## src/rtl/rdx_pkg.sv

```systemverilog
package rdx_pkg;
  localparam int INT_W   = 16;
  localparam int FRAC_W  = 16;
  localparam int RADIX_W = 5;
  localparam int LIM_W   = 5;
  localparam int DIGIT_W = RADIX_W - 1;

  typedef enum logic [2:0] {
    ST_IDLE,
    ST_DIV,
    ST_INT_OUT,
    ST_MUL,
    ST_FRAC_OUT
  } rdx_state_e;
endpackage

```

## src/rtl/rdx_div_unit.sv

```systemverilog
module rdx_div_unit #(
  parameter int DATA_W = 16,
  parameter int DIV_W  = 5
) (
  input  logic              clk,
  input  logic              rst_n,
  input  logic              load,
  input  logic [DATA_W-1:0] dividend,
  input  logic [DIV_W-1:0]  divisor,
  output logic              done,
  output logic [DATA_W-1:0] quotient,
  output logic [DIV_W-1:0]  remainder
);
  localparam int CNT_W = $clog2(DATA_W + 1);

  logic [DATA_W-1:0] quo_q;
  logic [DIV_W-1:0]  rem_q, div_q, shifted, diff;
  logic [CNT_W-1:0]  cnt_q;
  logic              done_q, ge;

  assign shifted = {rem_q[DIV_W-2:0], quo_q[DATA_W-1]};
  assign ge      = (shifted >= div_q);
  assign diff    = shifted - div_q;

  always_ff @(posedge clk or negedge rst_n) begin
    if (!rst_n) begin
      quo_q  <= '0;
      rem_q  <= '0;
      div_q  <= '0;
      cnt_q  <= '0;
      done_q <= 1'b0;
    end else begin
      done_q <= 1'b0;
      if (load) begin
        quo_q <= dividend;
        rem_q <= '0;
        div_q <= divisor;
        cnt_q <= CNT_W'(DATA_W);
      end else if (cnt_q != '0) begin
        quo_q <= {quo_q[DATA_W-2:0], ge};
        rem_q <= ge ? diff : shifted;
        cnt_q <= cnt_q - 1'b1;
        if (cnt_q == CNT_W'(1)) done_q <= 1'b1;
      end
    end
  end

  assign done      = done_q;
  assign quotient  = quo_q;
  assign remainder = rem_q;

  p_rem_below_divisor_r6: assert property (@(posedge clk) disable iff (!rst_n)
    done_q |-> (rem_q < div_q));
endmodule

```

## src/rtl/rdx_frac_step.sv

```systemverilog
module rdx_frac_step #(
  parameter int FRAC_W  = 16,
  parameter int RADIX_W = 5
) (
  input  logic [FRAC_W-1:0]  frac,
  input  logic [RADIX_W-1:0] radix,
  output logic [RADIX_W-1:0] digit,
  output logic [FRAC_W-1:0]  rest
);
  localparam int PROD_W = FRAC_W + RADIX_W;

  logic [PROD_W-1:0] product;

  assign product = {{RADIX_W{1'b0}}, frac} * {{FRAC_W{1'b0}}, radix};
  assign digit   = product[PROD_W-1 -: RADIX_W];
  assign rest    = product[FRAC_W-1:0];
endmodule

```

## src/rtl/radix_digit_stream.sv

```systemverilog
module radix_digit_stream
  import rdx_pkg::*;
(
  input  logic               clk,
  input  logic               rst_n,
  input  logic               start,
  input  logic [RADIX_W-1:0] radix,
  input  logic [LIM_W-1:0]   frac_limit,
  input  logic [INT_W-1:0]   value_int,
  input  logic [FRAC_W-1:0]  value_frac,
  output logic               busy,
  output logic               dig_valid,
  input  logic               dig_ready,
  output logic [DIGIT_W-1:0] dig_value,
  output logic               dig_is_frac,
  output logic               dig_last
);
  rdx_state_e         state_q;
  logic [RADIX_W-1:0] radix_q, radix_eff, fdig_q, step_digit;
  logic [FRAC_W-1:0]  frac_q, step_rest;
  logic [LIM_W-1:0]   lim_q, fcnt_q, fcnt_nx;
  logic               flast_q;
  logic               hs, no_frac, int_last;
  logic               div_load, div_done;
  logic [INT_W-1:0]   div_dividend, div_quo;
  logic [RADIX_W-1:0] div_divisor, div_rem;

  always_comb begin
    if (radix < RADIX_W'(2))       radix_eff = RADIX_W'(2);
    else if (radix > RADIX_W'(16)) radix_eff = RADIX_W'(16);
    else                           radix_eff = radix;
  end

  assign hs           = dig_valid && dig_ready;
  assign no_frac      = (frac_q == '0) || (lim_q == '0);
  assign int_last     = (div_quo == '0) && no_frac;
  assign fcnt_nx      = fcnt_q + 1'b1;
  assign div_load     = ((state_q == ST_IDLE) && start) ||
                        ((state_q == ST_INT_OUT) && hs && (div_quo != '0));
  assign div_dividend = (state_q == ST_IDLE) ? value_int : div_quo;
  assign div_divisor  = (state_q == ST_IDLE) ? radix_eff : radix_q;

  rdx_div_unit #(.DATA_W(INT_W), .DIV_W(RADIX_W)) div_i (
    .clk(clk), .rst_n(rst_n), .load(div_load), .dividend(div_dividend),
    .divisor(div_divisor), .done(div_done), .quotient(div_quo),
    .remainder(div_rem)
  );

  rdx_frac_step #(.FRAC_W(FRAC_W), .RADIX_W(RADIX_W)) mul_i (
    .frac(frac_q), .radix(radix_q), .digit(step_digit), .rest(step_rest)
  );

  always_ff @(posedge clk or negedge rst_n) begin
    if (!rst_n) begin
      state_q <= ST_IDLE;
      radix_q <= RADIX_W'(2);
      frac_q  <= '0;
      lim_q   <= '0;
      fcnt_q  <= '0;
      fdig_q  <= '0;
      flast_q <= 1'b0;
    end else begin
      case (state_q)
        ST_IDLE: if (start) begin
          radix_q <= radix_eff;
          frac_q  <= value_frac;
          lim_q   <= frac_limit;
          fcnt_q  <= '0;
          state_q <= ST_DIV;
        end
        ST_DIV: if (div_done) state_q <= ST_INT_OUT;
        ST_INT_OUT: if (hs) begin
          if (div_quo != '0) state_q <= ST_DIV;
          else if (no_frac)  state_q <= ST_IDLE;
          else               state_q <= ST_MUL;
        end
        ST_MUL: begin
          fdig_q  <= step_digit;
          frac_q  <= step_rest;
          fcnt_q  <= fcnt_nx;
          flast_q <= (step_rest == '0) || (fcnt_nx == lim_q);
          state_q <= ST_FRAC_OUT;
        end
        ST_FRAC_OUT: if (hs) state_q <= flast_q ? ST_IDLE : ST_MUL;
        default: state_q <= ST_IDLE;
      endcase
    end
  end

  assign busy        = (state_q != ST_IDLE);
  assign dig_valid   = (state_q == ST_INT_OUT) || (state_q == ST_FRAC_OUT);
  assign dig_is_frac = (state_q == ST_FRAC_OUT);
  assign dig_value   = (state_q == ST_INT_OUT) ? div_rem[DIGIT_W-1:0]
                                               : fdig_q[DIGIT_W-1:0];
  assign dig_last    = (state_q == ST_INT_OUT) ? int_last
                                               : ((state_q == ST_FRAC_OUT) && flast_q);

  p_int_digit_range_r6: assert property (@(posedge clk) disable iff (!rst_n)
    (state_q == ST_INT_OUT) |-> (div_rem < radix_q));
  p_frac_digit_range_r6: assert property (@(posedge clk) disable iff (!rst_n)
    (state_q == ST_FRAC_OUT) |-> (fdig_q < radix_q));
  p_frac_limit_r4: assert property (@(posedge clk) disable iff (!rst_n)
    (dig_valid && dig_is_frac) |-> ((fcnt_q != '0) && (fcnt_q <= lim_q)));
  p_hold_stalled_r9: assert property (@(posedge clk) disable iff (!rst_n)
    (dig_valid && !dig_ready) |=> (dig_valid && $stable(dig_value) &&
                                   $stable(dig_is_frac) && $stable(dig_last)));
  p_busy_falls_r7: assert property (@(posedge clk) disable iff (!rst_n)
    (hs && dig_last) |=> !busy);
  p_start_ignored_r8: assert property (@(posedge clk) disable iff (!rst_n)
    (busy && start && !(hs && dig_last)) |=> (busy && $stable(radix_q) && $stable(lim_q)));
  p_radix_legal_r10: assert property (@(posedge clk) disable iff (!rst_n)
    busy |-> ((radix_q >= RADIX_W'(2)) && (radix_q <= RADIX_W'(16))));
endmodule

```

## config.mk

```make
export PLATFORM = sky130hd
export DESIGN_NAME = radix_digit_stream
export DESIGN_NICKNAME = d
export VERILOG_FILES = /design/src/rtl/rdx_pkg.sv /design/src/rtl/rdx_div_unit.sv /design/src/rtl/rdx_frac_step.sv /design/src/rtl/radix_digit_stream.sv
export SDC_FILE = /design/constraint.sdc
export NUM_CORES = 1
export LEC_CHECK = 0
export BUFFER_PORTS_ARGS = -buffer_cell sky130_fd_sc_hd__buf_2
export CAP_MARGIN = 20
export CELL_PAD_IN_SITES_DETAIL_PLACEMENT = 2
export CELL_PAD_IN_SITES_GLOBAL_PLACEMENT = 2
export CORE_AREA = 10 10 138 140
export DETAILED_ROUTE_END_ITERATION = 10
export DIE_AREA = 0 0 148 150
export PLACE_DENSITY_LB_ADDON = 0.1
export SYNTH_ARGS = -nofsm -noshare
export SYNTH_HDL_FRONTEND = slang
export SYNTH_HIERARCHICAL = 1
export SYNTH_SLANG_ARGS = --single-unit
```

## constraint.sdc

```tcl
create_clock -name clk -period 8.7 [get_ports clk]
set_input_delay 0.87 -clock clk [delete_from_list [all_inputs] [get_ports clk]]
set_output_delay 0.87 -clock clk [all_outputs]
set_load 0.02 [all_outputs]
```

==> run summary <==
status: complete, no violations
DP Wirelength: 15,600 um
RSZ-0062 raised after global routing: no
overall power: 0.00331 W
synthesized area: 6460 um^2
initial antenna violation count: 0
CTS Hold Bufs: 0
Post-Route WL: 20,100 um
die area: 22,200 um^2
global-route wire length before repair: 33,500 um
crit end category: register
worst skew pair latency: 340 ps
leakage: 3.63 nW
DR top layer: met4
first-pass detailed-route iteration total: 4
GRT Total Usage: 18.9%
vias in the first global route: 6,305
syn_nets: 875
startpoint types: register
GRT overflow: 0
Iter 0 DRT Violations: 212
Slew Viols, Final: 0
ratio of cells with drive above 1 in the final layout: 13.0%
FF+latch area: 1750 um^2
Least-Margin Pin Slew: 978 ps
CP Data Required Time: 8950 ps
Final nets: 908
Met2 Wirelength: 10,700 um
Setup violations, final: 0
HP Class: reg -> reg
Slew HR: 34.8%
I/O Buffers: 53
FILL cells: 1,890
Max Clk Rate: 203 MHz
largest net degree at the start of global routing: 71
Initial Util: 39.5%
postcts setup bufs: 0
gp weighted congestion: 0.810
fin crit share: 56.5%
PwrDens: 463 nW/um^2
min Tclk post-route: 4920 ps
number of I/O pins: 54
Syn Inst Count: 749
Ant. Diodes: 0
Area Overhead vs Synth: 10.7%
Setup Slack @ Placement: 3750 ps
Worst Hold Depth: 2
Vias/cell: 5.40
DR WL met3: 502 um
htree depth: 3
CTS tree: done
warnings from Yosys: 6
syn_area_per_cell: 8.63 um^2
vias: 5,425
final worst slack: 3780 ps
cell row count: 47
worst endpoint data arrival time: 5170 ps
Max-Cap Viols: 0
WL/cell: 20.0 um
core area: 16,300 um^2
CTS Sinks: 70
M1 WL: 8390 um
Die H: 150 um
Inserted Clock Buffers: 9
Worst Path Max Fanout: 18
Clock Path Buffers: 2
root buf cell: clkbuf_16
Hold Vio Cnt, Final: 0
worst reg2reg path depth: 16
area of the multi-input gates: 4310 um^2
Total Neg Setup Slack: 0 ps
VDD IR-drop max: 0.168 mV
Post-DRT Antenna Nets: 0
smallest hold slack: 502 ps
WS Path Type: reg -> reg
DIE WIDTH: 148 um
Resized cells post-CTS: 0
drt drc: 0
Clock transition at path regs: 60 ps
clock skew: 6.97 ps
## per-layer routing
metal | vias up | global-route usage, %
li1 | 2548 | -
met3 | 26 | 2.42
met2 | 60 | 35.3
met1 | 2791 | 21.5
met4 | 0 | 6.34
met5 | - | 0
## worst max-delay path, cell delays in order, from the launching register on
cell and delay, ps:
dfrtp_1 650, and2_1 230, fa_1 440, fa_1 560, inv_1 60, fa_1 540, inv_1 50, ha_1 360
a21o_1 230, a31o_1 220, o21ai_0 340, o21ai_0 210, o211ai_1 260, xnor2_1 120, nor4_1 270, nand4_1 130
o211ai_1 170
## worst paths after layout
| check | start | end | slack, ps |
|---|---|---|---|
| worst max register to register | radix_q[4]$_DFFE_PN0P_ | flast_q$_DFFE_PN0P_ | 3780 |
| max in group asynchronous | rst_n | div_i/quotient[13]$_DFFE_PN0P_ | 7300 |
| min in group asynchronous | rst_n | div_i/quotient[2]$_DFFE_PN0P_ | 780 |
| worst min-delay path | fdig_q[1]$_DFFE_PN0P_ | fdig_q[1]$_DFFE_PN0P_ | 500 |
| worst max-delay path | radix_q[4]$_DFFE_PN0P_ | flast_q$_DFFE_PN0P_ | 3780 |
| worst min register to register | fdig_q[1]$_DFFE_PN0P_ | fdig_q[1]$_DFFE_PN0P_ | 500 |
## where the power goes
part | internal, W | switching [W]
Combinational | 0.000881 | 0.00136
Clock | 0.000219 | 0.000151
Sequential | 0.000472 | 0.000234
Total | 0.00157 | 0.00174
## flip-flops by register name (all words and copies together) (netlist names)
name / flops
fcnt_q: 5
lim_q: 5
frac_q: 16
div_i/remainder: 4
div_i/div_q: 5
div_i/quotient: 16
div_i/cnt_q: 5
state_q: 3
fdig_q: 4
flast_q: 1
div_i/done: 1
radix_q: 5
## final cells by class
| class | instances | area share (%) |
|---|---|---|
| clock buffers | 10 | 3.20 |
| well taps | 220 | 3.85 |
| inverters | 66 | 3.46 |
| flip-flops and latches | 70 | 24.5 |
| repair buffers | 57 | 4.13 |
| clock inverters | 4 | 0.699 |
| multi-input cells | 578 | 60.2 |
## cell usage in the layout, fill, tap and decap left out, types with 3 or more instances in the layout
master	n
o21a_1	4
or3_1	3
a21oi_1	22
inv_1	65
o21ai_0	40
nor3_1	6
fa_1	43
xor2_1	9
a211oi_1	5
and2_1	61
o211ai_1	5
nor2_2	3
nand2b_1	5
dfrtp_1	69
a21o_1	7
buf_4	4
nand4_1	9
mux2i_1	33
mux2_2	8
xnor2_1	16
nor2_1	27
ha_1	37
nand2_1	149
clkbuf_16	9
and3_1	3
mux2_4	3
buf_2	53
o21ai_1	21
nor4_1	13
nand3_1	7
nor2b_1	4
## through the flow
| stage | cell area (um^2) | util, % | instances |
|---|---|---|---|
| final | 7160 | 43.8 | 1005 |
| after global routing | 7160 | 43.8 | 1005 |
| after CTS | 7160 | 43.8 | 1005 |
| after detailed placement | 6880 | 42.1 | 991 |
| after global placement | 6880 | 42.1 | 991 |
| after floorplan | 6460 | - | 749 |
No activity file was read; power rests on OpenSTA's default activity.
